==> config.mk <==
export PLATFORM = sky130hd
export DESIGN_NAME = rf_migrate_top
export DESIGN_NICKNAME = d
export VERILOG_FILES = /design/src/rtl/rf_migrate_pkg.sv /design/src/rtl/rf_therm_cmp.sv /design/src/rtl/rf_beat_ctr.sv /design/src/rtl/rf_seq_fsm.sv /design/src/rtl/rf_migrate_top.sv
export SDC_FILE = /design/constraint.sdc
export NUM_CORES = 1
export LEC_CHECK = 0
export CORE_ASPECT_RATIO = 1.25
export CORE_MARGIN = 2
export CORE_UTILIZATION = 47
export CTS_CLUSTER_SIZE = 14
export DETAILED_ROUTE_END_ITERATION = 10
export GPL_ROUTABILITY_DRIVEN = 0
export PLACE_DENSITY = 0.86
export SLEW_MARGIN = 25
export SYNTH_ARGS = -nofsm -noshare
export SYNTH_HDL_FRONTEND = slang
export SYNTH_SLANG_ARGS = --single-unit
==> constraint.sdc <==
create_clock -name clk -period 2.9 [get_ports clk]
set_input_delay 0.58 -clock clk [delete_from_list [all_inputs] [get_ports clk]]
set_output_delay 0.58 -clock clk [all_outputs]
set_load 0.02 [all_outputs]
==> src/rtl/rf_migrate_pkg.sv <==
package rf_migrate_pkg;

    typedef enum logic [2:0] {
        MS_PRIMARY  = 3'd0,
        MS_DRAIN_SP = 3'd1,
        MS_COPY_SP  = 3'd2,
        MS_SPARE    = 3'd3,
        MS_DRAIN_PR = 3'd4,
        MS_COPY_PR  = 3'd5
    } mig_state_e;

    typedef struct packed {
        logic hot;
        logic cool;
        logic overheat;
    } therm_flags_t;

    function automatic logic st_copying(mig_state_e s);
        return (s == MS_COPY_SP) || (s == MS_COPY_PR);
    endfunction

    function automatic logic st_stalled(mig_state_e s);
        return (s == MS_DRAIN_SP) || (s == MS_COPY_SP) ||
               (s == MS_DRAIN_PR) || (s == MS_COPY_PR);
    endfunction

    function automatic logic st_on_spare(mig_state_e s);
        return (s == MS_SPARE) || (s == MS_DRAIN_PR) || (s == MS_COPY_PR);
    endfunction

endpackage

==> src/rtl/rf_therm_cmp.sv <==
module rf_therm_cmp
    import rf_migrate_pkg::*;
#(
    parameter int TEMP_W    = 8,
    parameter int FB_MARGIN = 8
) (
    input  logic [TEMP_W-1:0] temp,
    input  logic [TEMP_W-1:0] thr_high,
    input  logic [TEMP_W-1:0] thr_low,
    output therm_flags_t      flags
);
    localparam int EXT_W = TEMP_W + 1;

    logic [EXT_W-1:0] fb_limit;

    always_comb begin
        fb_limit       = {1'b0, thr_high} + EXT_W'(FB_MARGIN);
        flags.hot      = (temp >= thr_high);
        flags.cool     = (temp <= thr_low);
        flags.overheat = ({1'b0, temp} >= fb_limit);
    end
endmodule

==> src/rtl/rf_beat_ctr.sv <==
module rf_beat_ctr #(
    parameter int BEATS  = 20,
    parameter int BEAT_W = (BEATS > 1) ? $clog2(BEATS) : 1
) (
    input  logic              clk,
    input  logic              rst,
    input  logic              run,
    output logic [BEAT_W-1:0] idx,
    output logic              last
);
    localparam logic [BEAT_W-1:0] LAST_IDX = BEAT_W'(BEATS - 1);

    assign last = run && (idx == LAST_IDX);

    always_ff @(posedge clk) begin
        if (rst || !run || last) idx <= '0;
        else                     idx <= idx + 1'b1;
    end

    assert_beat_bound_R3: assert property (@(posedge clk) disable iff (rst)
        run |-> (idx <= LAST_IDX));
endmodule

==> src/rtl/rf_seq_fsm.sv <==
module rf_seq_fsm
    import rf_migrate_pkg::*;
(
    input  logic         clk,
    input  logic         rst,
    input  therm_flags_t flags,
    input  logic         wb_pending,
    input  logic         beat_last,
    output mig_state_e   state
);
    mig_state_e nxt;

    always_comb begin
        nxt = state;
        unique case (state)
            MS_PRIMARY:  if (flags.hot)  nxt = MS_DRAIN_SP;
            MS_DRAIN_SP: if (!wb_pending) nxt = MS_COPY_SP;
            MS_COPY_SP:  if (beat_last)  nxt = MS_SPARE;
            MS_SPARE:    if (flags.cool) nxt = MS_DRAIN_PR;
            MS_DRAIN_PR: if (!wb_pending) nxt = MS_COPY_PR;
            MS_COPY_PR:  if (beat_last)  nxt = MS_PRIMARY;
            default:     nxt = MS_PRIMARY;
        endcase
    end

    always_ff @(posedge clk) begin
        if (rst) state <= MS_PRIMARY;
        else     state <= nxt;
    end

    assert_drain_waits_R2: assert property (@(posedge clk) disable iff (rst)
        ((state == MS_DRAIN_SP || state == MS_DRAIN_PR) && wb_pending)
        |=> (state == $past(state)));

    assert_copy_runs_on_R8: assert property (@(posedge clk) disable iff (rst)
        (st_copying(state) && !beat_last) |=> (state == $past(state)));
endmodule

==> src/rtl/rf_migrate_top.sv <==
module rf_migrate_top
    import rf_migrate_pkg::*;
#(
    parameter int TEMP_W    = 8,
    parameter int NUM_REGS  = 80,
    parameter int BEAT_REGS = 4,
    parameter int FB_MARGIN = 8,
    parameter int ADDR_W    = $clog2(NUM_REGS)
) (
    input  logic              clk,
    input  logic              rst,
    input  logic [TEMP_W-1:0] temp,
    input  logic [TEMP_W-1:0] thr_high,
    input  logic [TEMP_W-1:0] thr_low,
    input  logic              wb_pending,
    output logic              stall_req,
    output logic              cp_rd_en,
    output logic [ADDR_W-1:0] cp_rd_addr,
    output logic              cp_wr_en,
    output logic [ADDR_W-1:0] cp_wr_addr,
    output logic              cp_from_spare,
    output logic              active_spare,
    output logic              extra_lat,
    output logic              fallback_req
);
    localparam int BEATS  = NUM_REGS / BEAT_REGS;
    localparam int BEAT_W = (BEATS > 1) ? $clog2(BEATS) : 1;

    therm_flags_t      flags;
    mig_state_e        state;
    logic [BEAT_W-1:0] beat_idx;
    logic              beat_last;
    logic              copying;
    logic [ADDR_W-1:0] beat_base;

    rf_therm_cmp #(.TEMP_W(TEMP_W), .FB_MARGIN(FB_MARGIN)) u_cmp (
        .temp(temp), .thr_high(thr_high), .thr_low(thr_low), .flags(flags)
    );

    assign copying = st_copying(state);

    rf_beat_ctr #(.BEATS(BEATS), .BEAT_W(BEAT_W)) u_ctr (
        .clk(clk), .rst(rst), .run(copying), .idx(beat_idx), .last(beat_last)
    );

    rf_seq_fsm u_fsm (
        .clk(clk), .rst(rst), .flags(flags), .wb_pending(wb_pending),
        .beat_last(beat_last), .state(state)
    );

    always_comb begin
        beat_base     = ADDR_W'(beat_idx) * ADDR_W'(BEAT_REGS);
        stall_req     = st_stalled(state);
        active_spare  = st_on_spare(state);
        extra_lat     = active_spare;
        cp_rd_en      = copying;
        cp_wr_en      = copying;
        cp_rd_addr    = copying ? beat_base : '0;
        cp_wr_addr    = copying ? beat_base : '0;
        cp_from_spare = (state == MS_COPY_PR);
        fallback_req  = (state == MS_SPARE) && flags.overheat;
    end

    assert_stall_on_hot_R1: assert property (@(posedge clk) disable iff (rst)
        (state == MS_PRIMARY && flags.hot) |=> stall_req);

    assert_beat_step_R3: assert property (@(posedge clk) disable iff (rst)
        (cp_rd_en && !beat_last) |=>
        (cp_rd_en && cp_rd_addr == ADDR_W'($past(cp_rd_addr) + ADDR_W'(BEAT_REGS))));

    assert_swap_on_release_R4: assert property (@(posedge clk) disable iff (rst)
        $fell(stall_req) |-> (active_spare != $past(active_spare)));

    assert_fallback_gated_R9: assert property (@(posedge clk) disable iff (rst)
        fallback_req |-> (active_spare && !stall_req));
endmodule

Yosys cells after proc, flatten, opt, wreduce, memory -nomap -nowiden
Index checks and enable logic that the tools add are counted.
{"block": "classes", "add_sub_neg": 2, "order_cmp": 3, "n_eq_ne": 12, "mux": 8, "n_reduce_logical": 13}
{"cell": "$mux W3", "count": 6}
{"cell": "$pmux W3 S6", "count": 1}
{"cell": "$add A8 B4 Y9 const B", "count": 1}
{"cell": "$ge A8 B9 Y1", "count": 1}
{"cell": "$ge A8 B8 Y1", "count": 1}
{"cell": "$le A8 B8 Y1", "count": 1}
{"cell": "$logic_or A1 B1 Y1", "count": 8}
{"cell": "$ne A2 B2 Y1 const B", "count": 4}
{"cell": "$mux W7", "count": 1}
{"cell": "$eq A3 B2 Y1 const B", "count": 2}
{"cell": "$eq A3 B3 Y1 const B", "count": 2}
{"cell": "$reduce_and A6 Y1", "count": 1}
{"cell": "$add A5 B1 Y5 const B", "count": 1}
{"cell": "$eq A5 B5 Y1 const B", "count": 1}
{"cell": "$ne A2 B1 Y1 const B", "count": 2}
{"cell": "$eq A3 B1 Y1 const B", "count": 1}
{"cell": "$logic_not A3 Y1", "count": 1}
{"cell": "$logic_and A1 B1 Y1", "count": 2}
{"cell": "$logic_not A1 Y1", "count": 1}
{"block": "totals", "regBits": 8, "inputBits": 27, "elab_cells": 40}

Longest topological paths before layout
Gate-level depths: netlist of the first run.
{"block": "depth", "ltp_word": 5, "ltp_mapped": 9, "mapped_depth_nobuf": 9}

Modules after synthesis
From an unflattened synthesis of the first run, not the netlist that was laid out.
{"block": "unflattened", "cells_unflattened": 138, "area_unflattened_um2": 1102.3}
{"mod": "rf_therm_cmp", "n_inst": 1, "cells_each": 72, "area_each_um2": 545.5}
{"mod": "rf_beat_ctr", "n_inst": 1, "cells_each": 20, "area_each_um2": 202.7}
{"mod": "rf_migrate_top", "n_inst": 1, "cells_each": 26, "area_each_um2": 187.7}
{"mod": "rf_seq_fsm", "n_inst": 1, "cells_each": 20, "area_each_um2": 166.4}

Worst setup path after synthesis of the first run
No wires, ideal clock.
{"block": "synth_path", "path_kind": "input to output", "start": "input thr_high[3]", "end": "output fallback_req", "arrival_time_ns": 2.030, "t_required_ns": 2.320, "path_slack_ns": 0.290, "cell_stages": 9, "n_path_buf": 0, "cell_sequence": "ha_1 > nand3_1 > xnor2_1 > ha_1 > o21a_1 > o22ai_1 > nor2_1 > nand2_1 > o21ai_0"}
{"block": "synth_via", "elab_chain_len": 3}
{"item": "start: declaration", "line_no": "rf_migrate_top.sv:13", "text": "input logic [TEMP_W-1:0] thr_high,"}
{"item": "$add A8 B4 Y9", "line_no": "rf_therm_cmp.sv:17", "text": "fb_limit = {1'b0, thr_high} + EXT_W'(FB_MARGIN);"}
{"item": "$ge A8 B9 Y1", "line_no": "rf_therm_cmp.sv:20", "text": "flags.overheat = ({1'b0, temp} >= fb_limit);"}
{"item": "$logic_and A1 B1 Y1", "line_no": "rf_migrate_top.sv:61", "text": "fallback_req = (state == MS_SPARE) && flags.overheat;"}
{"item": "end: declaration", "line_no": "rf_migrate_top.sv:24", "text": "output logic fallback_req"}
Every way passes these cells.

Final worst setup path of the first run
{"block": "layout_path", "start": "input thr_high[4]", "end": "output fallback_req"}
The elaborated chain is that of the path after synthesis.

==> impl_metrics.csv, run 1 <==
group,metric,value,unit
status,status,"completed",
timing,hold_violations,0,
setup_path,crit_arrival,2.28,ns
die,dieHeight,60.46,um
timing,min_period,2.863,ns
drt,first_iter_violations,15,
place,dp_cells,224,
die,die_area,2973,um^2
finish,n_fill_cell,195,
finish,drive_above_1_share,0.2041,
logic_synthesis,async_flop_share,0,
global_routing,grt_pass1_vias,1156,
place,port_buffers,43,
worst_hold_path,min-delay-start,"u_ctr.idx[0]$_SDFF_PP0_",
setup_path,critPathKind,"primary input to output pin",
logic_synthesis,syn_inst,143,
clock_network,clock_sinks,8,
drt,wirelength,2.836,mm
clock_network,cts_made_buffers,3,
die,fp-row-count,20,
setup_path,cp-start-kind,"primary input",
logic_synthesis,synth_enable_flop_cells,0,
finish,n_antenna_cell,0,
finish,multi_input_area,917.1,um^2
setup_path,r2r_cells,6,
finish,seqCellArea,160.2,um^2
clock_network,clk_latency,0.26,ns
clock_network,cts-hold-fix-buffers,0,
worst_hold_path,hold_end,"u_ctr.idx[0]$_SDFF_PP0_",
clock_network,clk_pin_slew,0.05,ns
setup_path,path_cells,"dlygate4sd2_1, buf_4, nand3_1, xnor2_1, ha_1, o21a_1, o22ai_1, nor2_1, o31ai_1, o21ai_1, buf_4",
setup_path,max_stage_delay,0.27,ns
clock_network,cts_tree,"yes",
power_and_ir_drop,powerDensity,340.6,nW/um^2
logic_synthesis,synth_compound_area_frac,0.1837,
timing,setup_viol,0,
global_routing,grt_pass1_wl,4.491,mm
drt,dr.pass1.iters,4,
drt,ant_nets,0,
logic_synthesis,syn_area_per_cell,8.382,um^2
global_routing,antenna_found_initial,0,
die,die_x,49.17,um
drt,wl_per_cell,12.38,um
power_and_ir_drop,p_leak,0.8340,nW
setup_path,crit_buf_inv,3,
place,hpwl,2.378,mm
drt,vias_per_cell,5.127,
die,num_io_pins,48,
power_and_ir_drop,power,0.0006009,W
logic_synthesis,synth_area,1199,um^2
drt,dr_total_vias,1174,
global_routing,grt-ovfl-total,0,
setup_path,reg2reg_to,"u_fsm.state[0]$_SDFFE_PP0P_",
clock_network,h-tree-depth,1,
drt,drc,0,
logic_synthesis,synth_mux_area_frac,0.008351,
finish,syn2layout_area_growth,47.18,%
setup_path,r2r_start,"u_ctr.idx[0]$_SDFF_PP0_",
logic_synthesis,synth_adder_area_share,0.2401,
logic_synthesis,synthXorXnorAreaFrac,0.05115,
finish,final_cell_area,1764,um^2
global_routing,grt_start_max_net_pins,13,
timing,post-route-period-util,0.9874,
logic_synthesis,synth-simple-area-share,0.2338,
setup_path,required,2.32,ns
worst_hold_path,min_delay_path_depth,1,
clock_network,clockBufferDepth,2,
die,start_util,0.4938,
logic_synthesis,ys_ff_latch,8,
setup_path,worstPathMaxFanout,3,
timing,fin_worst_skew,0.006527,ns
setup_path,path_delay_family,"buffers and inverters",
power_and_ir_drop,ir_drop,0.2047,mV
logic_synthesis,ys_warn_count,0,
finish,final_cells,229,
flow_run,max_cap_viol_count,0,
place,place_area,1687,um^2
timing,clock.fmax,349.2,MHz
setup_path,rrSetupSlack,1.40,ns
logic_synthesis,synth_cell_types,46,
logic_synthesis,synth_top_family_by_area,"adder cells",
setup_path,cp-end-kind,"output pin",
logic_synthesis,yosysSeqAreaShare,0.1336,
logic_synthesis,synth_flop_cell,"dfxtp_1",
setup_path,slowest_stage,"ha_1",
die,core,2427,um^2
finish,nets,248,
timing,fin_setup_tns,0,ns
setup_path,path_common_cell,"buf_4",
worst_hold_path,hp-class,"flop to flop",
clock_network,cts-root-buf,"clkbuf_4",
global_routing,grtUsageTotal,0.1942,
timing,drv_slew,0,
area by class of cell:
class,instances,area share
sequential,8,0.09078
clock buffer,3,0.01277
inverter,16,0.03404
tap,33,0.02340
multi-input combinational,108,0.5199
timing repair buffer,61,0.3191
worst max path at each step:
stage                   end  slack [ns]  cells past startpoint        start
3_5_place_dp   fallback_req       -0.68                     11  thr_high[4]
2_1_floorplan  fallback_req        0.29                      9  thr_high[3]
6_report       fallback_req        0.04                     11  thr_high[4]
3_3_place_gp   fallback_req       -0.49                     11  thr_high[3]
4_1_cts        fallback_req        0.03                      9  thr_high[2]
5_1_grt        fallback_req       -0.07                     11  thr_high[4]
logic make-up after synthesis:
group           count (synthesis)
compound gates                 27
xor+xnor                        7
fa+ha+maj                      23
buf+inv                        30
flops                           8
mux                             1
other cells                     1
simple gates                   46
layout by cell type (no fill, tap or decap), types with 2 or more instances in the layout:
cell and count:
inv_1 16, conb_1 4, nand2b_1 2, dlygate4sd2_1 3, xor2_1 2, and4bb_1 2
and4_1 2, o21ai_1 2, clkbuf_4 3, o211ai_1 2, nor2_1 12, buf_4 18
a21oi_2 2, a21oi_1 4, a211oi_1 2, clkdlybuf4s50_1 38, o21bai_1 2, xnor2_1 5
ha_1 21, nand2_1 8, dfxtp_1 8, and2_1 5, nand3_1 3
metal layers:
metal	global-route usage	wire length, um	up-vias
met5	0	0	-
met4	0.1061	98	0
met3	0.01478	142	9
met2	0.4170	1508	43
met1	0.1800	1086	527
li1	-	-	595
where the power goes:
| group | internal, W | switching, W | total (W) |
|---|---|---|---|
| Clock | 0.0000474 | 0.0000390 | 0.0000864 |
| Combinational | 0.000188 | 0.000173 | 0.000362 |
| Sequential | 0.000124 | 0.0000292 | 0.000153 |
Yosys cell counts, types with 2 or more instances:
cell / count / area share
a211oi_1: 2 / 0.013
a21oi_1: 4 / 0.017
a21oi_2: 2 / 0.015
and2_1: 5 / 0.026
and4_1: 2 / 0.015
and4bb_1: 2 / 0.021
buf_4: 12 / 0.075
dfxtp_1: 8 / 0.13
ha_1: 23 / 0.24
inv_1: 16 / 0.050
nand2_1: 8 / 0.025
nand2b_1: 3 / 0.016
nand3_1: 4 / 0.017
nor2_1: 12 / 0.038
o211ai_1: 2 / 0.013
o21ai_0: 2 / 0.0084
o21bai_1: 2 / 0.013
xnor2_1: 5 / 0.037
xor2_1: 2 / 0.015
sequential cells by signal, indices dropped and copies added (netlist names):
register	flops
u_ctr.idx	5
u_fsm.state	3
what timing repair did:
item                       4_1_cts  5_1_grt
resized for setup               13        6
setup endpoints to repair        1        1
buffers inserted                 1        1
pin swaps                        4        9
stage by stage:
step / setup WS (ns) / utilization / hold slack [ns]
6_report: 0.03662 / 0.7268 / 0.4592
5_1_grt: -0.07294 / 0.7268 / 0.4770
4_1_cts: 0.03030 / 0.7077 / 0.4674
3_5_place_dp: -0.6778 / 0.6948 / 0.4558
3_3_place_gp: -0.4944 / 0.6948 / 0.4440
2_1_floorplan: 0.2899 / - / 0.4256
(Power assumes the default switching activity.)
==> inputs of run 2 (changes only) <==
--- a/config.mk
+++ b/config.mk
@@ -7,12 +7,14 @@
 export LEC_CHECK = 0
 export CORE_ASPECT_RATIO = 1.25
 export CORE_MARGIN = 2
-export CORE_UTILIZATION = 47
+export CORE_UTILIZATION = 46
 export CTS_CLUSTER_SIZE = 14
 export DETAILED_ROUTE_END_ITERATION = 10
 export GPL_ROUTABILITY_DRIVEN = 0
 export PLACE_DENSITY = 0.86
+export SETUP_SLACK_MARGIN = 0.5
 export SLEW_MARGIN = 25
 export SYNTH_ARGS = -nofsm -noshare
 export SYNTH_HDL_FRONTEND = slang
+export SYNTH_HIERARCHICAL = 1
 export SYNTH_SLANG_ARGS = --single-unit
==> impl_metrics.csv, run 2 <==
group,metric,value,unit
status,status,"completed",
finish,final_cell_area,1718,um^2
place,port_buffers,43,
finish,top_register,"u_ctr/idx",
setup_path,max_stage_delay,0.34,ns
logic_synthesis,yosysSeqAreaShare,0.1453,
place,place_area,1608,um^2
drt,ant_nets,0,
die,fp-row-count,19,
logic_synthesis,synthXorXnorAreaFrac,0.05562,
global_routing,grt_pass1_wl,4.933,mm
drt,first_iter_violations,43,
die,core,2235,um^2
logic_synthesis,synth_adder_area_share,0.2611,
clock_network,cts_made_buffers,3,
logic_synthesis,synth_cell_types,39,
setup_path,slowest_stage,"a2111o_1",
setup_path,worstPathMaxFanout,2,
logic_synthesis,synth_top_family_by_area,"adder cells",
finish,syn2layout_area_growth,55.85,%
clock_network,cts-root-buf,"clkbuf_4",
clock_network,h-tree-depth,1,
timing,clock.fmax,362.7,MHz
logic_synthesis,syn_area_per_cell,7.988,um^2
setup_path,path_cells,"buf_8, ha_4, nand3_2, xnor2_2, ha_2, a2111o_1, a31oi_1, a21oi_2, nor3b_4, buf_6",
clock_network,clk_latency,0.27,ns
global_routing,grt_start_max_net_pins,13,
finish,largest_reg_flops,5,
drt,met3_length,158,um
global_routing,grt-ovfl-total,0,
logic_synthesis,ys_ff_latch,8,
drt,dr.pass1.iters,4,
global_routing,grt_pass1_vias,1225,
global_routing,grtUsageTotal,0.2485,
timing,hold_violations,0,
setup_path,critPathKind,"primary input to output pin",
worst_hold_path,hp-class,"flop to flop",
global_routing,antenna_found_initial,0,
timing,drv_slew,0,
power_and_ir_drop,powerDensity,249.3,nW/um^2
die,num_io_pins,48,
setup_path,required,2.32,ns
clock_network,clock_sinks,8,
logic_synthesis,yosysMostFrequentCell,"ha_1",
logic_synthesis,yosys.area.top_type,"ha_1",
drt,dr_total_vias,1163,
place,dp_cells,217,
die,die_area,2806,um^2
setup_path,cp-start-kind,"primary input",
logic_synthesis,synth-simple-area-share,0.1839,
clock_network,clockBufferDepth,2,
finish,drive_above_1_share,0.2381,
power_and_ir_drop,power,0.0004283,W
logic_synthesis,synth_compound_area_frac,0.1816,
setup_path,cp-end-kind,"output pin",
logic_synthesis,synth_area_leaders,"ha_1, dfxtp_1, buf_4",
die,die_x,47.79,um
die,start_util,0.4933,
drt,routed-wl-met2,1.753,mm
power_and_ir_drop,ir_drop,0.1904,mV
finish,reg_top3,"u_ctr/idx: 5 flops, u_fsm/state: 3 flops",
flow_run,max_cap_viol_count,0,
clock_network,cts_tree,"yes",
setup_path,crit_buf_inv,2,
place,hpwl,2.458,mm
clock_network,cts-hold-fix-buffers,0,
power_and_ir_drop,p_leak,0.8893,nW
clock_network,clk_pin_slew,0.06,ns
clock_network,cts_setup_buffers,0,
timing,rsz0062_at_grt,"true",
logic_synthesis,syn_inst,138,
logic_synthesis,synth_enable_flop_cells,0,
finish,nets,241,
drt,wl_per_cell,13.91,um
drt,drc,0,
timing,worst_hold_slack,0.4635,ns
logic_synthesis,synth_flop_cell,"dfxtp_1",
drt,wirelength,3.061,mm
setup_path,crit_arrival,2.18,ns
logic_synthesis,ys_top_cells_by_count,"ha_1, inv_1, buf_4",
timing,fin_worst_skew,0.002267,ns
finish,final_core_util,0.7688,
drt,wl_met1,988,um
timing,min_period,2.757,ns
drt,vias_per_cell,5.286,
setup_path,path_delay_family,"compound AO/OA/AOI/OAI gates",
timing,post-route-period-util,0.9508,
logic_synthesis,yosysTopAreaCellShare,0.2611,
die,dieHeight,58.73,um
finish,n_antenna_cell,0,
logic_synthesis,synth_area,1102,um^2
finish,final_cells,220,
logic_synthesis,ys_warn_count,6,
drt,top_layer,"met4",
logic_synthesis,synth_mux_area_frac,0.01930,
logic_synthesis,async_flop_share,0,
finish,layout_common_cells,"clkdlybuf4s50_1, ha_1, inv_1",
timing,setup_viol,0,
-- run 2: cell count changes after synthesis, moves of 3 or more --
cell	before	now
and2_1	5	0
nand2_1	8	5
a21oi_1	4	8
a21boi_1	0	4
inv_1	16	19
-- run 2: where the power goes --
group,total [W],switching (W),leakage [nW],internal (W)
Sequential,0.000125,0.00000988,0.0661,0.000115
Combinational,0.000213,0.0000972,0.809,0.000116
Clock,0.0000908,0.0000431,0.0138,0.0000477
Total,0.000428,0.000150,0.889,0.000278
-- run 2: stage by stage --
stage	setup TNS [ns]	worst slack [ns]
floorplan	0	0.4126
global placement	-0.5827	-0.5827
detailed placement	-0.6997	-0.6997
CTS	0	0.09544
global route	0	0.09631
finish	0	0.1426
-- run 2: path summary, 6_finish.rpt --
path / cells after the start / endpoint / startpoint / slack (ns)
worst max-delay path: 10 / fallback_req / thr_high[4] / 0.14
worst min register to register: 1 / u_ctr/idx[0]$_SDFF_PP0_ / u_ctr/idx[0]$_SDFF_PP0_ / 0.46
worst min-delay path: 1 / u_ctr/idx[0]$_SDFF_PP0_ / u_ctr/idx[0]$_SDFF_PP0_ / 0.46
worst max register to register: 7 / u_fsm/state[0]$_SDFFE_PP0P_ / u_fsm/state[1]$_SDFFE_PP0P_ / 1.30
-- run 2: timing repair --
action / 4_1_cts / 5_1_grt
pin swaps: 7 / 6
setup endpoints to repair: 14 / 5
resized for setup: 45 / 20
-- run 2: layout make-up --
cell class,instances,area [um^2]
Tap cell,31,38.79
Inverter,19,71.32
Timing Repair Buffer,57,530.5
Sequential cell,8,163.9
Multi-Input combinational cell,102,890.9
Clock buffer,3,22.52
Fill cell,169,516.7
-- run 2: cell families after synthesis --
| family | Yosys count |
|---|---|
| muxes | 2 |
| DFF | 8 |
| adders and majority gates | 23 |
| AOI/OAI and AO/OA | 30 |
| buffers and inverters | 31 |
| and+or+nand+nor | 36 |
| xor gates and xnor gates | 7 |
| other | 1 |
-- run 2: layer usage --
layer  track usage  vias to the layer above
met4        0.1737                        0
li1              -                      575
met2        0.4705                       48
met3       0.05521                       17
met1        0.2053                      523
met5             0                        -
